$ cat src/rtl/meas_seq_pkg.sv
package meas_seq_pkg;

  typedef enum logic [2:0] {
    ST_IDLE,
    ST_COD,
    ST_ADR,
    ST_WAIT,
    ST_READ,
    ST_SETTLE,
    ST_CV
  } seq_state_e;

  // port polarity: bits 0,1,3 active low, bit 2 active high
  localparam logic [3:0] CTRL_MASK = 4'b1011;
  localparam int CB_COD = 0;
  localparam int CB_ADR = 1;
  localparam int CB_RD  = 2;
  localparam int CB_WE  = 3;

endpackage

$ cat src/rtl/meas_timer.sv
module meas_timer #(
  parameter int CNT_W = 8
) (
  input  logic             clk_i,
  input  logic             rst_ni,
  input  logic             load_i,
  input  logic [CNT_W-1:0] val_i,
  output logic             zero_o
);
  logic [CNT_W-1:0] cnt_q;

  always_ff @(posedge clk_i or negedge rst_ni) begin
    if (!rst_ni)              cnt_q <= '0;
    else if (load_i)          cnt_q <= val_i;
    else if (cnt_q != '0)     cnt_q <= cnt_q - 1'b1;
  end

  assign zero_o = (cnt_q == '0);
endmodule

$ cat src/rtl/meas_tol_cmp.sv
module meas_tol_cmp #(
  parameter int W   = 10,
  parameter int TOL = 2
) (
  input  logic [W-1:0] a_i,
  input  logic [W-1:0] b_i,
  output logic         near_o
);
  logic [W-1:0] diff;

  always_comb begin
    diff   = (a_i > b_i) ? (a_i - b_i) : (b_i - a_i);
    near_o = (diff <= W'(TOL));
  end
endmodule

$ cat src/rtl/meas_ctrl_enc.sv
module meas_ctrl_enc
  import meas_seq_pkg::*;
(
  input  logic       cod_i,
  input  logic       adr_i,
  input  logic       rd_i,
  output logic [3:0] ctrl_o
);
  logic [3:0] word;

  always_comb begin
    word         = '0;
    word[CB_COD] = cod_i;
    word[CB_ADR] = adr_i;
    word[CB_RD]  = rd_i;
    word[CB_WE]  = cod_i | adr_i;
    ctrl_o       = word ^ CTRL_MASK;
  end
endmodule

$ cat src/rtl/meas_seq.sv
module meas_seq
  import meas_seq_pkg::*;
#(
  parameter int DATA_W      = 8,
  parameter int RES_W       = 10,
  parameter int STB_CYC     = 1500,
  parameter int SAMPLE_CYC  = 1500,
  parameter int SETTLE_CYC  = 10_000_000,
  parameter int TIMEOUT_CYC = 12_500_000,
  parameter int TOL         = 2,
  parameter int RETRY_W     = 8,
  parameter int LEN_W       = 32
) (
  input  logic               clk_i,
  input  logic               rst_ni,
  input  logic               start_i,
  input  logic [DATA_W-1:0]  code_i,
  input  logic [DATA_W-1:0]  addr_i,
  input  logic               irq_i,
  input  logic [RES_W-1:0]   res_i,
  output logic [DATA_W-1:0]  data_o,
  output logic [3:0]         ctrl_o,
  output logic               cv_en_o,
  output logic               busy_o,
  output logic               done_o,
  output logic               error_o,
  output logic [RES_W-1:0]   result_o,
  output logic [RETRY_W-1:0] retries_o,
  output logic [LEN_W-1:0]   trans_len_o
);
  localparam int MAX_AB  = (STB_CYC > SAMPLE_CYC) ? STB_CYC : SAMPLE_CYC;
  localparam int MAX_CD  = (SETTLE_CYC > TIMEOUT_CYC) ? SETTLE_CYC : TIMEOUT_CYC;
  localparam int MAX_CYC = (MAX_AB > MAX_CD) ? MAX_AB : MAX_CD;
  localparam int CNT_W   = $clog2(MAX_CYC + 1);

  localparam logic [CNT_W-1:0] LD_STB    = CNT_W'(STB_CYC - 1);
  localparam logic [CNT_W-1:0] LD_SAMPLE = CNT_W'(SAMPLE_CYC - 1);
  localparam logic [CNT_W-1:0] LD_SETTLE = CNT_W'(SETTLE_CYC - 1);
  localparam logic [CNT_W-1:0] LD_TO     = CNT_W'(TIMEOUT_CYC - 1);

  seq_state_e state_q, state_d;

  logic             tmr_load, tmr_zero;
  logic [CNT_W-1:0] tmr_val;
  logic             near;

  logic              accept, cap_first, cap_retry, fin_ok, fin_err;
  logic [DATA_W-1:0] code_q, addr_q;
  logic [RES_W-1:0]  prev_q;
  logic              first_q, meas_q;
  logic [RETRY_W-1:0] retry_q;
  logic [LEN_W-1:0]  len_q;

  logic               done_q, error_q;
  logic [RES_W-1:0]   result_q;
  logic [RETRY_W-1:0] retries_q;
  logic [LEN_W-1:0]   tlen_q;

  meas_timer #(.CNT_W(CNT_W)) u_timer (
    .clk_i  (clk_i),
    .rst_ni (rst_ni),
    .load_i (tmr_load),
    .val_i  (tmr_val),
    .zero_o (tmr_zero)
  );

  meas_tol_cmp #(.W(RES_W), .TOL(TOL)) u_cmp (
    .a_i    (prev_q),
    .b_i    (res_i),
    .near_o (near)
  );

  meas_ctrl_enc u_enc (
    .cod_i  (state_q == ST_COD),
    .adr_i  (state_q == ST_ADR),
    .rd_i   (state_q == ST_READ),
    .ctrl_o (ctrl_o)
  );

  always_comb begin
    state_d   = state_q;
    tmr_load  = 1'b0;
    tmr_val   = '0;
    accept    = 1'b0;
    cap_first = 1'b0;
    cap_retry = 1'b0;
    fin_ok    = 1'b0;
    fin_err   = 1'b0;
    unique case (state_q)
      ST_IDLE: if (start_i) begin
        state_d = ST_COD; tmr_load = 1'b1; tmr_val = LD_STB; accept = 1'b1;
      end
      ST_COD: if (tmr_zero) begin
        state_d = ST_ADR; tmr_load = 1'b1; tmr_val = LD_STB;
      end
      ST_ADR: if (tmr_zero) begin
        state_d = ST_WAIT; tmr_load = 1'b1; tmr_val = LD_TO;
      end
      ST_WAIT: begin
        if (irq_i) begin
          state_d = ST_READ; tmr_load = 1'b1; tmr_val = LD_SAMPLE;
        end else if (tmr_zero) begin
          state_d = ST_IDLE; fin_err = 1'b1;
        end
      end
      ST_READ: if (tmr_zero) begin
        if (first_q) begin
          cap_first = 1'b1;
          state_d = ST_SETTLE; tmr_load = 1'b1; tmr_val = LD_SETTLE;
        end else if (near) begin
          fin_ok  = 1'b1;
          state_d = ST_IDLE;
        end else begin
          cap_retry = 1'b1;
          state_d = ST_SETTLE; tmr_load = 1'b1; tmr_val = LD_SETTLE;
        end
      end
      ST_SETTLE: if (tmr_zero) state_d = ST_CV;
      ST_CV: begin
        state_d = ST_WAIT; tmr_load = 1'b1; tmr_val = LD_TO;
      end
      default: state_d = ST_IDLE;
    endcase
  end

  always_ff @(posedge clk_i or negedge rst_ni) begin
    if (!rst_ni) begin
      state_q   <= ST_IDLE;
      code_q    <= '0;
      addr_q    <= '0;
      prev_q    <= '0;
      first_q   <= 1'b0;
      meas_q    <= 1'b0;
      retry_q   <= '0;
      len_q     <= '0;
      done_q    <= 1'b0;
      error_q   <= 1'b0;
      result_q  <= '0;
      retries_q <= '0;
      tlen_q    <= '0;
    end else begin
      state_q <= state_d;
      done_q  <= fin_ok | fin_err;

      if (meas_q && len_q != '1) len_q <= len_q + 1'b1;

      if (accept) begin
        code_q  <= code_i;
        addr_q  <= addr_i;
        first_q <= 1'b1;
        meas_q  <= 1'b0;
        retry_q <= '0;
        len_q   <= '0;
      end
      if (cap_first) begin
        prev_q  <= res_i;
        first_q <= 1'b0;
        meas_q  <= 1'b1;
        len_q   <= '0;
      end
      if (cap_retry) begin
        prev_q <= res_i;
        if (retry_q != '1) retry_q <= retry_q + 1'b1;
      end
      if (fin_ok) begin
        meas_q    <= 1'b0;
        error_q   <= 1'b0;
        result_q  <= res_i;
        retries_q <= retry_q;
        tlen_q    <= (len_q == '1) ? len_q : len_q + 1'b1;
      end
      if (fin_err) begin
        meas_q    <= 1'b0;
        error_q   <= 1'b1;
        result_q  <= '1;
        retries_q <= retry_q;
        tlen_q    <= '0;
      end
    end
  end

  always_comb begin
    unique case (state_q)
      ST_COD:  data_o = code_q;
      ST_ADR:  data_o = addr_q;
      default: data_o = '0;
    endcase
  end

  assign cv_en_o     = (state_q == ST_CV);
  assign busy_o      = (state_q != ST_IDLE);
  assign done_o      = done_q;
  assign error_o     = error_q;
  assign result_o    = result_q;
  assign retries_o   = retries_q;
  assign trans_len_o = tlen_q;

endmodule

$ cat config.mk
export PLATFORM = sky130hd
export DESIGN_NAME = meas_seq
export DESIGN_NICKNAME = d
export VERILOG_FILES = /design/src/rtl/meas_seq_pkg.sv /design/src/rtl/meas_timer.sv /design/src/rtl/meas_tol_cmp.sv /design/src/rtl/meas_ctrl_enc.sv /design/src/rtl/meas_seq.sv
export SDC_FILE = /design/constraint.sdc
export NUM_CORES = 1
export LEC_CHECK = 0
export BUFFER_PORTS_ARGS = -buffer_cell sky130_fd_sc_hd__buf_4
export CORE_MARGIN = 2
export CORE_UTILIZATION = 40
export CTS_BUF_LIST = sky130_fd_sc_hd__clkbuf_16
export CTS_CLUSTER_DIAMETER = 50
export DETAILED_ROUTE_END_ITERATION = 10
export GPL_TIMING_DRIVEN = 0
export MAX_ROUTING_LAYER = met4
export SYNTH_ARGS = -nofsm -noshare
export SYNTH_HDL_FRONTEND = slang
export SYNTH_SLANG_ARGS = --single-unit
$ cat constraint.sdc
create_clock -name clk_i -period 3.2 [get_ports clk_i]
set_input_delay 0.64 -clock clk_i [delete_from_list [all_inputs] [get_ports clk_i]]
set_output_delay 0.64 -clock clk_i [all_outputs]
set_load 0.03 [all_outputs]
==> results.md, run 1 <==
* Post-synth EDFFs at 0
* Top_reg_cell synth: dfrtp_1
* Post-CTS Hold Buffers at 0
* Fill cells at 2,023
* Critical Path AT at 3.40 ns
* Critical path endpoint category: register
* Initial antenna violation count at 0
* Post-Syn Nets at ~1,000
* TritonCTS Buffers at 17
* PortBufs at 95
* Post-Synthesis Cells at 945
* Crit path from: prev_q[0]
* Worst R2R Setup Slack at approximately 0.12 ns
* Clock transition at the registers of the reported paths at approximately 0.06 ns
* Top-area cell type share of the netlist area at 42.6%
* Total core area at between 20,000 and 25,000 um^2
* Synth Register Bits at around 150
* Commonest non-fill, non-tap cell in the layout: nand2_1
* Largest net degree at the start of global routing at 96
* Layout area overhead at 22.9%
* Top-level I/O count at 96
* Final critical-path setup slack at 0.116 ns
* Initial Utilization at about two fifths
* Setup WS pre-CTS at -0.667 ns
* TritonCTS clock tree: done
* Mapped Area at roughly 8600 um^2
* Pins over their slew limit at 0
* CP Max Fanout at 4
* Leakage power at about 4.9 nW
* Final Core Density at between 50% and 60%
* DR vias/cell at 5.20
* Initial drt markers at 353
* Antenna Cells at 0
* PD cells at 498 nW/um^2
* Run status: finished, final reports clean
* Multi-input combinational cell area at 4690 um^2
* Reg2reg start: prev_q[0]
* Final hold slack at roughly 0.16 ns
* Min Tclk post-route at a little over 3 ns
* Final Total Pwr at 5.28 mW
* Via count at about 7,100
* Final GP Congestion at between 0.8 and 0.9
* RSZ-0062 raised after global routing: true
* Worst reg2reg path depth at 12
* Yosys warning total at 0
* Final setup violating endpoints at 0
* Crit share post-route at 96.4%
* Drt pass-1 iters at 5
* Setup_tns at 0 ns
* Ys async rst share at 100%
* Area contributors post-synth: dfrtp_1 43%, nand2_1 6.7%, mux2i_1 6.7%
* Final Hold Fails at 0
* Max IR drop VDD at approximately 0.37 mV
* Drt total wl at roughly 21,000 um
* Worst-Margin Slew at 0.742 ns
* Rows at 53
* Clk sinks at approximately 150
* HPWL Detailed at between 10,000 and 15,000 um
* Synth area leader: dfrtp_1
* Slew HR at 50.4%
* Seq. cell area at ~3700 um^2
* Total congestion overflow at 0
* Max_cap viols at 0
* Deepest clock path buffer count at 2
* Crit Path Class: register to register
* Routed len/inst at approximately 16 um
* Share of cells above drive strength 1 at just under 20%
* Final Skew at between 0.01 and 0.015 ns
* Worst hold path type: primary input to async pin
* Max frequency at 0.324 GHz
* Crit start category: register
* Seq/Total Area, Yosys at 42.6%
* Die Height at ~150 um
* H-Tree Depth at 4
* Antenna-violating nets left at 0
* Reg2reg end: retries_o[0]
* Clock root buffer: clkbuf_16
* First-pass GRT wire length at 35,400 um
* Synth unique cells at 64
* CP required at ~3.5 ns
* Post-Syn Area per Cell at ~9.1 um^2
* GRT Overall Usage at 20.3%
* Die area at 22,800 um^2
* Residual DRC at 0
* Vias in the first global route at 6,808
* Final nets at between 1,000 and 1,500
* Worst-skew pair later-pin latency at between 0.4 and 0.5 ns
* Die X at roughly 150 um
* Most frequent cells in the layout: 155 x nand2_1, 146 x dfrtp_1, 114 x buf_4
## cell type report
class / instances / area share, %
repair buffers: 113 / 8.54
inverters: 40 / 1.42
clock buffers: 17 / 4.01
plain buffers: 47 / 2.57
well taps: 275 / 3.24
multi-input cells: 711 / 44.2
flip-flops and latches: 147 / 34.7
clock inverters: 15 / 1.34
## synthesized netlist by cell type (3+ instances only)
| library cell | instances |
|---|---|
| a211oi_1 | 3 |
| a21o_1 | 6 |
| a21oi_1 | 33 |
| a22o_1 | 8 |
| and2_1 | 7 |
| and3_1 | 20 |
| and3b_1 | 3 |
| and4_1 | 3 |
| buf_1 | 3 |
| buf_2 | 14 |
| buf_4 | 8 |
| clkbuf_1 | 22 |
| dfrtp_1 | 147 |
| ha_1 | 23 |
| inv_1 | 40 |
| mux2_2 | 3 |
| mux2_4 | 8 |
| mux2i_1 | 58 |
| nand2_1 | 155 |
| nand2b_1 | 8 |
| nand3_1 | 27 |
| nand3b_1 | 4 |
| nand4_1 | 12 |
| nor2_1 | 87 |
| nor2b_1 | 21 |
| nor3_1 | 22 |
| nor4_1 | 9 |
| o211ai_1 | 12 |
| o21ai_0 | 38 |
| o221ai_1 | 4 |
| o31ai_1 | 6 |
| or3_1 | 17 |
| xnor2_1 | 32 |
| xor2_1 | 42 |
## worst max-delay path: stages (launching register included)
cell and delay (ns):
dfrtp_1 0.36, inv_2 0.06, ha_4 0.16, fa_2 0.39, xnor2_1 0.17, a211oi_1 0.24, nand4_1 0.15, nor4_2 0.26
a22oi_2 0.18, buf_4 0.19, o31ai_4 0.33, clkbuf_16 0.21, mux2_4 0.29
## power breakdown
group | leakage (nW) | switching (mW) | total [mW] | internal, mW
sequential | 1.93 | 0.168 | 2.23 | 2.06
combinational | 2.75 | 0.666 | 1.10 | 0.432
clock | 0.265 | 0.820 | 1.96 | 1.14
total | 4.95 | 1.65 | 5.28 | 3.63
## how the worst max path moves through the flow
stage	endpoint	slack (ns)	cells after the start
CTS	result_o[0]	0.01	13
detailed placement	prev_q[4]	-0.67	12
floorplan	retries_o[0]	0.02	10
global placement	u_timer.cnt_q[6]	-0.71	12
finish	retries_o[0]	0.12	12
global route	retries_o[0]	-0.03	12
## logic make-up (layout without fill, tap and decap cells)
group / after synthesis / after routing / share of synthesized area, %
flops: 147 / 147 / 42.6
simple gates: 408 / 408 / 22.7
compound gates: 135 / 135 / 10.5
xor+xnor: 74 / 74 / 7.51
fa+ha+maj: 25 / 25 / 3.80
buf+inv: 87 / 232 / 4.33
mux: 69 / 69 / 8.51
## registers in the layout (all words and copies together), names as in the netlist
register / count
done_o: 1
first_q: 1
retries_o: 8
code_q: 8
prev_q: 10
addr_q: 8
retry_q: 8
result_o: 10
trans_len_o: 32
state_q: 3
u_timer.cnt_q: 24
meas_q: 1
error_o: 1
len_q: 32
## per-stage QoR
step / std cells / instance area (um^2)
finish: 1365 / 10600
global route: 1365 / 10600
CTS: 1354 / 10400
detailed placement: 1316 / 9720
global placement: 1315 / 9690
floorplan: 945 / 8630
## layer usage
metal	global-route usage [%]	routed length [um]
met1	29.2	10700
met2	29.5	9480
met3	3.64	1020
met4	5.56	267
met5	-	0
## timing repair
action	CTS	global route
gates resized for setup	5	47
cloned	0	1
pin swaps	4	8
setup endpoints to repair	78	111
setup buffers	6	10
No activity file was read; power rests on OpenSTA's default activity.
==> run 2, diff against run 1 <==
--- a/config.mk
+++ b/config.mk
@@ -13,6 +13,7 @@
 export DETAILED_ROUTE_END_ITERATION = 10
 export GPL_TIMING_DRIVEN = 0
 export MAX_ROUTING_LAYER = met4
+export PLACE_DENSITY_LB_ADDON = 0.25
 export SYNTH_ARGS = -nofsm -noshare
 export SYNTH_HDL_FRONTEND = slang
 export SYNTH_SLANG_ARGS = --single-unit
==> results.md, run 2 (synthesis gave the netlist of run 1 again) <==
* Run status: finished, final reports clean
* Final Hold Fails at 0 (unchanged)
* Max_cap viols at 0 (unchanged)
* Slew HR at 39.9% (-11 points)
* HPWL Detailed at 14,900 um (-0.55%)
* Final setup violating endpoints at 0 (unchanged)
* Final nets at 1,124 (-0.71%)
* Fill cells at 2,049 (+1.3%)
* Rows at 53 (unchanged)
* Final Core Density at 50.0% (-0.34 points)
* Leakage power at 4.95 nW (+0.11%)
* Commonest non-fill, non-tap cell in the layout: nand2_1
* Total congestion overflow at 0 (unchanged)
* CP required at 3.55 ns (+0.03 ns)
* Die Height at 151 um (unchanged)
* GRT Overall Usage at 20.2% (-0.085 points)
* PortBufs at 95 (unchanged)
* Antenna Cells at 0 (unchanged)
* Deepest clock path buffer count at 2 (unchanged)
* H-Tree Depth at 4 (unchanged)
* Most frequent cells in the layout: 155 x nand2_1, 147 x dfrtp_1, 103 x buf_4
* CP Cell Sequence: buf_4 > inv_1 > ha_1 > fa_1 > nor2b_1 > o22ai_1 > nor4_1 > o221ai_1 > and4bb_1 > a22oi_2 > buf_12 > o311ai_4 > buf_6 > buf_12 > mux2i_1
* Initial antenna violation count at 0 (unchanged)
* Dpl cell area at 9720 um^2 (unchanged)
* Max frequency at 0.325 GHz (+0.26%)
* First-pass GRT wire length at 35,500 um (+0.33%)
* TritonCTS Buffers at 17 (unchanged)
* Final Total Pwr at 5.44 mW (+2.9%)
* Min Tclk post-route at 3.08 ns (-0.00815 ns)
* Total core area at 21,100 um^2 (unchanged)
* Routed len/inst at 15.7 um (about the same)
* Die X at 151 um (unchanged)
* CP Max Fanout at 10 (+6)
* Top-level I/O count at 96 (unchanged)
* Crit share post-route at 96.1% (-0.25 points)
* PD cells at 516 nW/um^2 (+3.6%)
* Setup_tns at 0 ns (unchanged)
* Via count at 7,070 (-0.39%)
* Drt total wl at 21,300 um (-0.81%)
* Setup WS pre-CTS at -0.716 ns (-0.0489 ns)
* Critical path endpoint category: register
* Layout area overhead at 22.1%
* DR vias/cell at 5.22 (+0.34%)
* Crit Path Class: primary input to register
* Final hold slack at 0.183 ns (+0.0204 ns)
* CP dominant cell by count: buf_12
* Slowest Stage Delay on Critical Path at 0.40 ns (about the same)
* Cell total after placement at 1,316 (unchanged)
* Design Area, Final at 10,500 um^2 (-0.67%)
* CP max-delay cell: fa_1
* Critical Path AT at 3.42 ns (+0.02 ns)
* TritonCTS clock tree: done
* Die area at 22,800 um^2 (unchanged)
* RSZ-0062 raised after global routing: true
* Share of cells above drive strength 1 at 17.5% (-2.0 points)
* Vias in the first global route at 6,999 (+2.8%)
* Clock transition at the registers of the reported paths at 0.06 ns (about the same)
* Final Skew at 0.0113 ns (-0.00338 ns)
* Drt pass-1 iters at 5 (unchanged)
* Pins over their slew limit at 0 (unchanged)
* Final critical-path setup slack at 0.124 ns (+0.00815 ns)
* Clock root buffer: clkbuf_16
* Crit start category: primary input
* Worst-Margin Slew at 0.894 ns (+0.152 ns)
* Antenna-violating nets left at 0 (unchanged)
* Worst hold path type: primary input to async pin
* Largest net degree at the start of global routing at 89 (-7.3%)
* Initial Utilization at 40.9% (unchanged)
* Worst-skew pair later-pin latency at 0.43 ns (about the same)
* Post-CTS Hold Buffers at 0 (unchanged)
* Max IR drop VDD at 0.495 mV (+35%)
* Residual DRC at 0 (unchanged)
* Fin cells at 1,355 (-0.73%)
* Initial drt markers at 420 (+19%)
* Clk sinks at 147 (unchanged)
* Final GP Congestion at 0.863 (-1.4%)
run 2: cell types whose count changed in the layout (fill, tap and decap cells not counted), moves of 3 or more:
cell | previous run | this run
clkinvlp_4 | 6 | 2
ha_1 | 18 | 22
a21oi_2 | 5 | 2
buf_6 | 7 | 4
buf_4 | 114 | 103
bufinv_16 | 2 | 5
a21oi_1 | 29 | 32
ha_4 | 3 | 0
buf_8 | 0 | 4
buf_2 | 9 | 13
run 2: final timing paths:
kind	end	startpoint	depth (start not counted)	slack, ns
worst max-delay path	prev_q[6]	res_i[0]	15	0.12
worst min-delay path	addr_q[6]	rst_ni	1	0.18
worst max register to register	prev_q[6]	prev_q[0]	13	0.14
worst min register to register	addr_q[5]	addr_q[5]	2	0.48
max in group asynchronous	trans_len_o[24]	rst_ni	2	2.15
min in group clk_i	addr_q[2]	addr_i[2]	3	0.40
run 2: final cells by class:
class	instances	area, um^2	area share [%]
repair buffers	106	852	8.09
plain buffers	46	274	2.60
well taps	275	344	3.27
clock buffers	17	425	4.04
clock inverters	13	193	1.83
inverters	40	150	1.43
multi-input cells	711	4620	43.8
flip-flops and latches	147	3680	34.9
run 2: layer usage:
layer | track usage, % | share of wire, % | wire [um] | up-vias
li1 | - | - | - | 3477
met1 | 28.6 | 49 | 10500 | 3421
met2 | 29.8 | 45 | 9530 | 149
met3 | 3.89 | 4.6 | 980 | 23
met4 | 5.42 | 1.4 | 297 | 0
met5 | - | 0 | 0 | -
run 2: what timing repair did:
action / in CTS / in global routing
hold endpoints to repair: 0 / 0
endpoints found under the setup margin: 81 / 110
setup buffers: 4 / 6
pin swaps: 4 / 7
gates resized for setup: 12 / 18
run 2: critical path, delay by kind of cell:
family | cells | cell delay (ns)
adder cells (fa/ha/maj) | 2 | 0.63
buffers and inverters | 5 | 0.64
AND/OR/NAND/NOR | 3 | 0.69
AO/OA/AOI/OAI | 4 | 0.60
multiplexers | 1 | 0.21
run 2: where the power goes:
group          total (mW)  switching (mW)  leakage (nW)  internal [mW]
sequential           2.23           0.170          1.93           2.06
clock                2.13           0.771         0.300           1.36
combinational        1.07           0.650          2.72          0.423
